$ cat src/rtl/xpt_pkg.sv
package xpt_pkg;
  localparam int unsigned SYNC_STAGES = 2;

  typedef struct packed {
    logic wipe;
    logic sel;
    logic stb;
    logic data;
  } xpt_ctl_t;
endpackage

$ cat src/rtl/xpt_sync.sv
module xpt_sync #(
  parameter int unsigned W      = 8,
  parameter int unsigned STAGES = 2
) (
  input  logic         clk,
  input  logic         rst,
  input  logic [W-1:0] din,
  output logic [W-1:0] dout
);
  logic [W-1:0] chain [STAGES];

  always_ff @(posedge clk) begin
    if (rst) begin
      for (int k = 0; k < int'(STAGES); k++) chain[k] <= '0;
    end else begin
      chain[0] <= din;
      for (int k = 1; k < int'(STAGES); k++) chain[k] <= chain[k-1];
    end
  end

  assign dout = chain[STAGES-1];
endmodule

$ cat src/rtl/xpt_decode.sv
module xpt_decode #(
  parameter int unsigned NCOL  = 8,
  parameter int unsigned NROW  = 12,
  parameter int unsigned COL_W = 3,
  parameter int unsigned ROW_W = 4,
  parameter int unsigned NCELL = NCOL * NROW
) (
  input  logic             clk,
  input  logic             rst,
  input  logic [COL_W-1:0] col,
  input  logic [ROW_W-1:0] row,
  input  logic             go,
  output logic [NCELL-1:0] we
);
  for (genvar x = 0; x < int'(NROW); x++) begin : g_row
    for (genvar y = 0; y < int'(NCOL); y++) begin : g_col
      assign we[x*NCOL+y] = go && (int'(row) == x) && (int'(col) == y);
    end
  end


  we_onehot_chk: assert property (@(posedge clk) disable iff (rst) $onehot0(we));


  bad_row_chk: assert property (@(posedge clk) disable iff (rst)
    (int'(row) >= int'(NROW)) |-> (we == '0));
endmodule

$ cat src/rtl/xpt_cell_array.sv
module xpt_cell_array #(
  parameter int unsigned NCELL = 96
) (
  input  logic             clk,
  input  logic             rst,
  input  logic             wipe,
  input  logic [NCELL-1:0] we,
  input  logic             d,
  output logic [NCELL-1:0] q
);
  for (genvar i = 0; i < int'(NCELL); i++) begin : g_cell
    always_ff @(posedge clk) begin
      if (rst || wipe) q[i] <= 1'b0;
      else if (we[i])  q[i] <= d;
    end


    hold_cell_chk: assert property (@(posedge clk) disable iff (rst)
      (!wipe && !we[i]) |=> $stable(q[i]));


    follow_cell_chk: assert property (@(posedge clk) disable iff (rst)
      (!wipe && we[i]) |=> (q[i] == $past(d)));
  end


  wipe_all_chk: assert property (@(posedge clk) disable iff (rst)
    wipe |=> (q == '0));
endmodule

$ cat src/rtl/xpt_ctrl_mem.sv
module xpt_ctrl_mem #(
  parameter int unsigned NCOL = 8,
  parameter int unsigned NROW = 12
) (
  input  logic                                    clk,
  input  logic                                    rst,
  input  logic [$clog2(NCOL)+$clog2(NROW)-1:0]    addr_in,
  input  logic                                    data_in,
  input  logic                                    sel_in,
  input  logic                                    stb_in,
  input  logic                                    wipe_in,
  output logic [NCOL*NROW-1:0]                    sw_on
);
  import xpt_pkg::*;

  localparam int unsigned COL_W  = $clog2(NCOL);
  localparam int unsigned ROW_W  = $clog2(NROW);
  localparam int unsigned ADDR_W = COL_W + ROW_W;
  localparam int unsigned NCELL  = NCOL * NROW;
  localparam int unsigned SYNC_W = ADDR_W + $bits(xpt_ctl_t);

  xpt_ctl_t          ctl_raw, ctl_s;
  logic [ADDR_W-1:0] addr_s;
  logic [NCELL-1:0]  we;
  logic              go;

  assign ctl_raw = '{wipe: wipe_in, sel: sel_in, stb: stb_in, data: data_in};

  xpt_sync #(.W(SYNC_W), .STAGES(SYNC_STAGES)) u_sync (
    .clk  (clk),
    .rst  (rst),
    .din  ({addr_in, ctl_raw}),
    .dout ({addr_s, ctl_s})
  );

  assign go = ctl_s.sel && ctl_s.stb;

  xpt_decode #(
    .NCOL(NCOL), .NROW(NROW), .COL_W(COL_W), .ROW_W(ROW_W), .NCELL(NCELL)
  ) u_dec (
    .clk (clk),
    .rst (rst),
    .col (addr_s[COL_W-1:0]),
    .row (addr_s[ADDR_W-1:COL_W]),
    .go  (go),
    .we  (we)
  );

  xpt_cell_array #(.NCELL(NCELL)) u_cells (
    .clk  (clk),
    .rst  (rst),
    .wipe (ctl_s.wipe),
    .we   (we),
    .d    (ctl_s.data),
    .q    (sw_on)
  );


  reset_clear_chk: assert property (@(posedge clk) rst |=> (sw_on == '0));


  strobe_low_hold_chk: assert property (@(posedge clk) disable iff (rst)
    (!ctl_s.stb && !ctl_s.wipe) |=> $stable(sw_on));


  unselected_hold_chk: assert property (@(posedge clk) disable iff (rst)
    (!ctl_s.sel && !ctl_s.wipe) |=> $stable(sw_on));
endmodule

$ cat config.mk
export PLATFORM = sky130hd
export DESIGN_NAME = xpt_ctrl_mem
export DESIGN_NICKNAME = d
export VERILOG_FILES = /design/src/rtl/xpt_pkg.sv /design/src/rtl/xpt_sync.sv /design/src/rtl/xpt_decode.sv /design/src/rtl/xpt_cell_array.sv /design/src/rtl/xpt_ctrl_mem.sv
export SDC_FILE = /design/constraint.sdc
export NUM_CORES = 1
export LEC_CHECK = 0
export ABC_AREA = 0
export BUFFER_PORTS_ARGS = -buffer_cell sky130_fd_sc_hd__buf_2
export CORE_MARGIN = 8
export CORE_UTILIZATION = 45
export DETAILED_ROUTE_END_ITERATION = 16
export MAX_ROUTING_LAYER = met4
export PLACE_DENSITY = 0.8
export SLEW_MARGIN = 0
export SYNTH_ARGS = -nofsm -noshare
export SYNTH_HDL_FRONTEND = slang
export SYNTH_SLANG_ARGS = --single-unit
$ cat constraint.sdc
create_clock -name clk -period 1.28 [get_ports clk]
set_input_delay 0.128 -clock clk [delete_from_list [all_inputs] [get_ports clk]]
set_output_delay 0.128 -clock clk [all_outputs]
set_load 0.02 [all_outputs]
# == Word-level counts from Yosys, hierarchy flattened ==
# Memories as Yosys holds them, arrays and structs flattened.
# Index checks and enable logic that the tools add are counted.
# word_totals
regBits,96
latchBits,0
ramBits,22
mem_bits_ro,0
in_bits,13
out_inout_bits,96
wordCells,234
mem_count,1
# mem_list
memory,depth,width,rd,rd_ports_with_merged_regs,write_ports,line_no,rtl
u_sync.chain,2,11,2,0,2,xpt_sync.sv:10,logic [W-1:0] chain [STAGES];
# classes
addsub,0
multipliers,0
n_div,0
order_cmp,0
eq_ne,18
shift,0
n_mux,5
n_bitwise,2
n_reduce_logical,112
# op_table
cell,n
$logic_and 1x1->1,109
$eq 4x4->1 const B,8
$mux 11,2
$eq 3x3->1 const B,4
$eq 4x3->1 const B,2
$eq 3x2->1 const B,2
$eq 4x2->1 const B,1
$logic_not 4->1,1
$eq 3x1->1 const B,1
$logic_not 3->1,1
$mux 1,3
$or 1x1->1,2
$logic_or 1x1->1,1

# == Depth between registers and ports, before layout ==
# Gate-level depths: netlist of the first run.
# logic_depth
depth_word,3
mapped_depth,5

# == Hierarchy ==
# From an unflattened synthesis of the first run, not the netlist that was laid out.
# hier_totals
hier_cells,526
area_unflattened_um2,5027.3
# by_module_without_submodules
mod,n_inst,cells_per_inst,area_per_inst_um2,seq_area_each_um2
xpt_cell_array,1,311,3378.2,1921.8
xpt_decode,1,157,919.6,0.0
xpt_sync,1,57,723.2,440.4
xpt_ctrl_mem,1,1,6.3,0.0

# == Worst setup path before layout of the first run ==
# OpenSTA, ideal clock, no wires.
# synth_timing
kind,register to register
startpoint,mem u_sync.chain[0][15] in the netlist's numbering
endpoint,reg u_cells.q[33]
setup_time_ns,0.132
arrival_time_ns,1.086
required_ns,1.148
setup_slack_ns,0.061
stages_incl_launch_ff,5
n_path_buf,1
cell_sequence,dfxtp_1 nor3b_1 buf_4 nand3_1 mux2i_1
# synth_lines
item,line_no,rtl
from (decl),xpt_sync.sv:10,
"to (signal, indexed assignment)",xpt_cell_array.sv:13,if (rst || wipe) q[i] <= 1'b0;
"to (signal, indexed assignment)",xpt_cell_array.sv:14,else if (we[i]) q[i] <= d;
to (decl),xpt_cell_array.sv:9,output logic [NCELL-1:0] q

==> PnR_summary.wiki, run 1 <==
{| class="wikitable"
! Metric !! Value
|-
| Worst path setup slack after routing || -0.139 ns
|-
| GRT Residual Overflow || 0
|-
| Dpl hpwl || 8690 µm
|-
| Vertical die dimension || 118 µm
|-
| Total number of vias || ~4300
|-
| Via density per instance || 5.58
|-
| Critical path arrival || 1.79 ns
|-
| Max Fanout on Critical Path || 9
|-
| Final min period || 1.42 ns
|-
| Critical Path Slowest Stage Cell || dfxtp_2
|-
| Switching part of the total power || about 23%
|-
| Net count after synthesis || just over 500
|-
| Total CTS buffers || 17
|-
| Layout cells sized above 1 || between 30 and 40%
|-
| Post-synthesis share of cell area spent on and, or, nand and nor gates || a little under a quarter
|-
| Final worst-path cycle share || 111%
|-
| Floorplan die width || 118 µm
|-
| Max rail drop VDD || around 0.73 mV
|-
| Cell variety after synth || 17
|-
| Multi-input combinational cell area || around 2500 µm²
|-
| Standard-cell rows || 37
|-
| CTS H-Tree Depth || 4
|-
| Yosys reg bits || 118
|-
| Synthesized-area fraction occupied by xor and xnor cells || 0%
|-
| Multiplexer area fraction after synthesis || between 20% and 30%
|-
| Routed wire length per instance || around 20 µm
|-
| Setup repair after global routing missed its margin || yes
|-
| Clock insertion delay at the later pin of the skew report || approximately 0.52 ns
|-
| Highest clock rate || approximately 0.70 GHz
|-
| Main combinational cell family by area after synthesis || simple AND/OR/NAND/NOR gates
|-
| Area after DPL || 5540 µm²
|-
| # fillers || around 700
|-
| Result of the run || finished, violations left
|-
| Setup slack, reg-to-reg || -0.14 ns
|-
| Clock transition at the registers of the reported paths || 0.06 ns
|-
| CP Depth || 5
|-
| Most common cell type on the critical path || buf_6
|-
| Buffer depth of the longest clock path || 2
|-
| DRC violations left || 0
|-
| Reg-to-reg critical path endpoint || u_cells.q[11]$_SDFFE_PP0P_
|-
| Total number of clock tree sinks || 118
|-
| Routability congestion estimate from global placement || 0.781
|-
| Switching power total || approximately 1.9 mW
|-
| Compound-gate portion of the synthesized area || 0%
|-
| Finish-stage setup viols || 81
|-
| Maxcap violations || 0
|-
| Leakage Power || between 3 and 4 nW
|-
| Crit path launch type || flop
|-
| Start-to-end type of the worst setup path || reg -> reg
|-
| Power density over the cells || approximately 1200 nW/µm²
|-
| TritonCTS clock tree || done
|-
| Violated checks || setup timing
|-
| Synthesized netlist cell count || ~500
|-
| Max-slew headroom at the worst pin || 72.0%
|-
| Min Hold Slack || about 0.073 ns
|-
| Most frequent standard cell in the layout excluding fill and tap cells || dfxtp_1
|-
| Number of antenna diodes || 0
|-
| Power share of the combinational group || 4.5%
|-
| Register share of total power || between 40% and 50%
|-
| Total wire length after detailed routing || roughly 16000 µm
|-
| Ordered cell list for the critical path || nor4bb_4 > buf_6 > buf_6 > nand3_1 > mux2i_1
|-
| Yosys top cell by area || dfxtp_1
|-
| Internal power component || 6.54 mW
|-
| Placement-stage worst setup slack || -0.0494 ns
|-
| Required time reported for the critical path endpoint || roughly 1.7 ns
|-
| Maximum number of pins on one net before global-route repair || 97
|-
| Leading cell types by total area after synthesis || dfxtp_1 (51%), mux2i_1 (21%), nand3_1 (10%)
|-
| Worst Setup EP || u_cells.q[11]$_SDFFE_PP0P_
|-
| Final Max Tran Viols || 0
|-
| Launch point of the critical path || u_sync.chain[0][21]$_SDFF_PP0_
|-
| Final core area utilization || between 60% and 70%
|-
| Most frequent cells in the layout || dfxtp_1 (111), buf_2 (108), nand2_1 (96)
|-
| Die Outline Area || approximately 14000 µm²
|-
| Flip-flop and latch area || between 2000 and 2500 µm²
|-
| Wire length of the first global-routing pass || between 20000 and 25000 µm
|-
| Share of total power in the clock network || 51.3%
|-
| Count of buffer and inverter cells on the critical path || 2
|-
| Floorplan Core Area || a little over 10000 µm²
|-
| Measured slew at the worst slew-check pin || about 0.42 ns
|-
| Share of the yosys chip area belonging to registers || approximately 51%
|-
| Worst setup skew after layout || 0.00639 ns
|-
| Synthesized area divided by synthesized cell count || between 9 and 10 µm²
|-
| Starting Density || a little under half
|-
| Worst path max stage delay || approximately 0.34 ns
|-
| Number of antenna violations at the first check in global routing || 0
|-
| RR Startpoint || u_sync.chain[0][21]$_SDFF_PP0_
|-
| Vias in the first global route || 4219
|-
| Crit end category || flop
|-
| CTS root buffer || clkbuf_8
|-
| Detailed router's first-iteration violation count || 466
|-
| Number of primary I/O pins || 109
|-
| Adder-cell share of the synthesized area || 0%
|-
| Non-filler cells, final || between 700 and 800
|-
| Summed area of non-filler cells in the final layout || between 6000 and 7000 µm²
|-
| Synth warn || 0
|-
| Cell depth of the worst flop-to-flop path || 5
|-
| Mapped Area || ~4700 µm²
|-
| Detail Route Antenna Nets || 0
|-
| Gate family responsible for the most delay along the worst path || simple AND/OR/NAND/NOR gates
|-
| Hold Violations, Final || 0
|-
| Total GRT Usage || 20.0%
|-
| Post-placement cell count || about 730
|-
| Number of detailed-route iterations in the first pass || 4
|-
| Layout overhead on the synthesized area || 45.3%
|-
| Area fraction of the dominant cell type after synthesis || between 50% and 60%
|-
| Port-buffer cells || approximately 110
|-
| Hold/Removal Path Class || in -> reg
|-
| Final layout net count || roughly 640
|}
power groups by stage:
| stage | combinational (mW) | sequential, mW | clock (mW) |
|---|---|---|---|
| floorplan | 0.171 | 3.80 | 0 |
| global placement | 0.290 | 3.81 | 0 |
| detailed placement | 0.294 | 3.81 | 0 |
| CTS | 0.329 | 3.73 | 4.32 |
| global route | 0.401 | 3.74 | 4.52 |
| finish | 0.385 | 3.73 | 4.34 |
routing by layer:
layer	GRT usage, %	wire (µm)
met1	22.8	6130
met5	-	0
met2	31.5	7680
met4	8.41	448
met3	6.91	1490
registers in the layout (all words and copies together), names as in the netlist:
signal / cells
u_cells.q: 96
u_sync.chain: 22
synthesized netlist by cell type:
| master | instances |
|---|---|
| mux2i_1 | 96 |
| nor2b_1 | 24 |
| nor2_2 | 1 |
| buf_2 | 30 |
| nor4bb_1 | 1 |
| nor3_1 | 1 |
| and2_1 | 1 |
| and4b_1 | 2 |
| buf_4 | 4 |
| nand2_1 | 97 |
| nor3b_1 | 3 |
| dfxtp_1 | 118 |
| nand3_1 | 96 |
| nor2_1 | 1 |
| and3_1 | 1 |
| clkbuf_1 | 19 |
| and3b_1 | 3 |
worst register-to-register path, cell delays in order (launching register included):
cell and delay, ns:
dfxtp_2 0.34, nor4bb_4 0.30, buf_6 0.20, buf_6 0.15, nand3_1 0.12, mux2i_1 0.17
cell type report:
cell class,count,area share [%]
timing repair buffer,164,17.3
multi-input combinational,327,37.4
tap,136,2.51
clock inverter,9,1.14
sequential,118,34.9
clock buffer,22,6.82
how the worst min path moves through the flow:
stage | slack, ns | endpoint | startpoint | depth (start not counted)
final | 0.07 | u_sync.chain[0][20]$_SDFF_PP0_ | rst | 3
after global routing | 0.09 | u_sync.chain[0][4]$_SDFF_PP0_ | rst | 3
after CTS | 0.06 | u_sync.chain[0][20]$_SDFF_PP0_ | rst | 3
after detailed placement | 0.35 | u_sync.chain[0][5]$_SDFF_PP0_ | addr_in[1] | 2
after global placement | 0.34 | u_sync.chain[0][7]$_SDFF_PP0_ | addr_in[3] | 2
after floorplan | 0.20 | u_sync.chain[0][5]$_SDFF_PP0_ | rst | 1
through the flow:
stage	total power [mW]	TNS (ns)
6_report	8.46	-4.15
5_1_grt	8.66	-7.84
4_1_cts	8.39	-0.353
3_5_place_dp	4.10	-0.487
3_3_place_gp	4.09	-0.00502
2_1_floorplan	3.97	0
cell families after synthesis:
logic type | count (synthesis)
DFF | 118
buffers and inverters | 53
and+or+nand+nor | 231
muxes | 96
timing repair:
item | in CTS | in global routing
hold endpoints to repair | 11 | 0
gates cloned | 3 | 5
buffers inserted | 1 | 0
hold buffers | 11 | 0
pin swaps | 1 | 11
resized for setup | 22 | 71
endpoints found under the setup margin | 41 | 82
Note: power is estimated with default switching activity, not from simulation.
==> run 2: changes to the inputs <==
--- a/config.mk
+++ b/config.mk
@@ -6,12 +6,12 @@
 export NUM_CORES = 1
 export LEC_CHECK = 0
 export ABC_AREA = 0
-export BUFFER_PORTS_ARGS = -buffer_cell sky130_fd_sc_hd__buf_2
 export CORE_MARGIN = 8
 export CORE_UTILIZATION = 45
 export DETAILED_ROUTE_END_ITERATION = 16
+export DONT_BUFFER_PORTS = 1
 export MAX_ROUTING_LAYER = met4
-export PLACE_DENSITY = 0.8
+export PLACE_DENSITY = 0.71
 export SLEW_MARGIN = 0
 export SYNTH_ARGS = -nofsm -noshare
 export SYNTH_HDL_FRONTEND = slang
==> PnR_summary.wiki, run 2 (synthesized netlist as in run 1, its figures left out) <==
{| class="wikitable"
! Metric !! Value
|-
| Total Neg Setup Slack || -0.561 ns (was -4.15 ns)
|-
| Worst setup skew after layout || 0.0123 ns (was 0.00639 ns)
|-
| Critical path arrival || 1.72 ns (was 1.79 ns)
|-
| Final layout net count || 530 (was 641)
|-
| Leakage Power || 2.70 nW (was 3.27 nW)
|-
| Finish-stage setup viols || 26 (was 81)
|-
| Reg-to-reg critical path endpoint || u_cells.q[3]$_SDFFE_PP0P_ (was u_cells.q[11]$_SDFFE_PP0P_)
|-
| CTS root buffer || clkbuf_8 (unchanged)
|-
| Buffer depth of the longest clock path || 2 (unchanged)
|-
| Setup slack, reg-to-reg || -0.05 ns (was -0.14 ns)
|-
| Top register by number of flip-flops || u_cells.q (unchanged)
|-
| Number of instances on the worst hold path || 4 (was 3)
|-
| Crit path launch type || flop (unchanged)
|-
| Power density over the cells || 1470 nW/µm² (was 1250 nW/µm²)
|-
| Worst path max stage delay || 0.33 ns (was 0.34 ns)
|-
| Hold Crit Start || rst (unchanged)
|-
| Via density per instance || 5.48 (was 5.58)
|-
| Measured slew at the worst slew-check pin || 0.669 ns (was 0.420 ns)
|-
| Final min period || 1.33 ns (was 1.42 ns)
|-
| Violated checks || setup timing (unchanged)
|-
| Max rail drop VDD || 0.938 mV (was 0.731 mV)
|-
| Total GRT Usage || 18.7% (was 20.0%)
|-
| Total CTS buffers || 17 (unchanged)
|-
| TritonCTS clock tree || done (unchanged)
|-
| Gate family responsible for the most delay along the worst path || simple AND/OR/NAND/NOR gates (unchanged)
|-
| Total number of clock tree sinks || 118 (unchanged)
|-
| Final Max Tran Viols || 0 (unchanged)
|-
| Total number of vias || 3646 (was 4331)
|-
| Crit end category || flop (unchanged)
|-
| Worst path setup slack after routing || -0.0461 ns (was -0.139 ns)
|-
| Maxcap violations || 0 (unchanged)
|-
| Vias in the first global route || 3519 (was 4219)
|-
| Setup repair after global routing missed its margin || yes (unchanged)
|-
| Layout overhead on the synthesized area || 27.6% (was 45.3%)
|-
| Launch point of the critical path || u_sync.chain[0][12]$_SDFF_PP0_ (was u_sync.chain[0][21]$_SDFF_PP0_)
|-
| Maximum number of pins on one net before global-route repair || 50 (was 97)
|-
| CTS H-Tree Depth || 4 (unchanged)
|-
| Detail Route Antenna Nets || 0 (unchanged)
|-
| Most frequent standard cell in the layout excluding fill and tap cells || dfxtp_1 (unchanged)
|-
| Required time reported for the critical path endpoint || 1.67 ns (was 1.65 ns)
|-
| Top flop regs || u_cells.q (96), u_sync.chain (22) (unchanged)
|-
| Floorplan die width || 118 µm (unchanged)
|-
| Detailed router's first-iteration violation count || 319 (was 466)
|-
| Floorplan Core Area || 10200 µm² (unchanged)
|-
| Highest clock rate || 0.754 GHz (was 0.705 GHz)
|-
| RR Startpoint || u_sync.chain[0][12]$_SDFF_PP0_ (was u_sync.chain[0][21]$_SDFF_PP0_)
|-
| WHS Endpoint || u_cells.q[24]$_SDFFE_PP0P_ (was u_sync.chain[0][20]$_SDFF_PP0_)
|-
| Count of buffer and inverter cells on the critical path || 2 (unchanged)
|-
| Clock insertion delay at the later pin of the skew report || 0.52 ns (about the same)
|-
| Placement-stage worst setup slack || -0.0635 ns (was -0.0494 ns)
|-
| Final worst-path cycle share || 104% (was 111%)
|-
| Clock transition at the registers of the reported paths || 0.06 ns (about the same)
|-
| Routability congestion estimate from global placement || 0.754 (was 0.781)
|-
| Number of detailed-route iterations in the first pass || 5 (was 4)
|-
| Routed wire length per instance || 19.9 µm (was 20.3 µm)
|-
| Max reg flops || 96 (unchanged)
|-
| GRT Residual Overflow || 0 (unchanged)
|-
| Total wire length after detailed routing || 13200 µm (was 15700 µm)
|-
| DRC violations left || 0 (unchanged)
|-
| Vertical die dimension || 118 µm (unchanged)
|-
| Dpl hpwl || 8220 µm (was 8690 µm)
|-
| Critical Path Slowest Stage Cell || dfxtp_2 (unchanged)
|-
| Result of the run || finished, violations left (unchanged)
|-
| Cell depth of the worst flop-to-flop path || 5 (unchanged)
|-
| Final core area utilization || 58.6% (was 66.7%)
|-
| CP Depth || 5 (unchanged)
|-
| Layout cells sized above 1 || 19.3% (was 38.8%)
|-
| Ordered cell list for the critical path || nor4bb_4 > buf_6 > clkbuf_16 > nand3_1 > mux2i_1 (was nor4bb_4 > buf_6 > buf_6 > nand3_1 > mux2i_1)
|-
| Hold Violations, Final || 0 (unchanged)
|-
| Start-to-end type of the worst setup path || reg -> reg (unchanged)
|-
| Most frequent cells in the layout || dfxtp_1 (112), nand2_1 (96), mux2i_1 (96) (was dfxtp_1 (111), buf_2 (108), nand2_1 (96))
|-
| Die Outline Area || 13900 µm² (unchanged)
|-
| Hold/Removal Path Class || in -> reg (unchanged)
|-
| Wire length of the first global-routing pass || 20000 µm (was 22000 µm)
|-
| Standard-cell rows || 37 (unchanged)
|-
| Starting Density || 45.9% (unchanged)
|-
| Port-buffer cells || 0 (was 108)
|-
| Number of antenna violations at the first check in global routing || 0 (unchanged)
|-
| Number of antenna diodes || 0 (unchanged)
|-
| Max Fanout on Critical Path || 6 (was 9)
|-
| Max-slew headroom at the worst pin || 55.3% (was 72.0%)
|-
| Number of primary I/O pins || 109 (unchanged)
|}
==> run 2: how the worst max path moves through the flow <==
stage / to / slack [ns]
floorplan: u_cells.q[33]$_SDFFE_PP0P_ / 0.06
global placement: u_cells.q[12]$_SDFFE_PP0P_ / -0.04
detailed placement: u_cells.q[23]$_SDFFE_PP0P_ / -0.06
CTS: u_cells.q[16]$_SDFFE_PP0P_ / -0.03
global route: u_cells.q[27]$_SDFFE_PP0P_ / -0.1
finish: u_cells.q[3]$_SDFFE_PP0P_ / -0.05
==> run 2: cell type report <==
type / count / area (µm²)
flip-flops and latches: 118 / 2380
fillers: 876 / 4220
clock buffers: 20 / 425
multi-input cells: 327 / 2230
well taps: 136 / 170
repair buffers: 53 / 609
clock inverters: 11 / 158
==> run 2: tightest hold or removal path, delay by kind of cell <==
kind	cells	cell delay, ns
muxes	1	0.06
and+or+nand+nor	2	0.12
buffers and inverters	1	0.18
==> run 2: repair_timing <==
item                                   CTS  global route
endpoints found under the hold margin   22             0
buffers inserted                         0             1
hold buffers                            12             0
gates resized for setup                  6            39
setup endpoints to repair               46            79
gates cloned                             0             5
pin swaps                                0             2
==> run 2: metal layers <==
metal | GRT usage, % | vias to the layer above | routed length [µm]
met1 | 21.5 | 1765 | 5430
met4 | 7.13 | 0 | 233
met3 | 7.29 | 16 | 1200
li1 | - | 1710 | -
met2 | 28.8 | 155 | 6380
met5 | - | - | 0
==> run 2: power breakdown <==
group	switching (mW)	internal (mW)
Clock	1.58	3.12
Sequential	0.0227	3.71
Combinational	0.206	0.132
Total	1.81	6.96
==> run 2: through the flow <==
step                      hold WS, ns  power (mW)  std cells  cell area, µm²
final                          0.0297        8.77        665            5970
after detailed placement        0.204        4.08        616            4990
after CTS                      0.0115        8.81        659            5710
after global routing           0.0320        9.04        665            5970
after floorplan                 0.200        3.97        498            4680
after global placement          0.202        4.08        616            4990
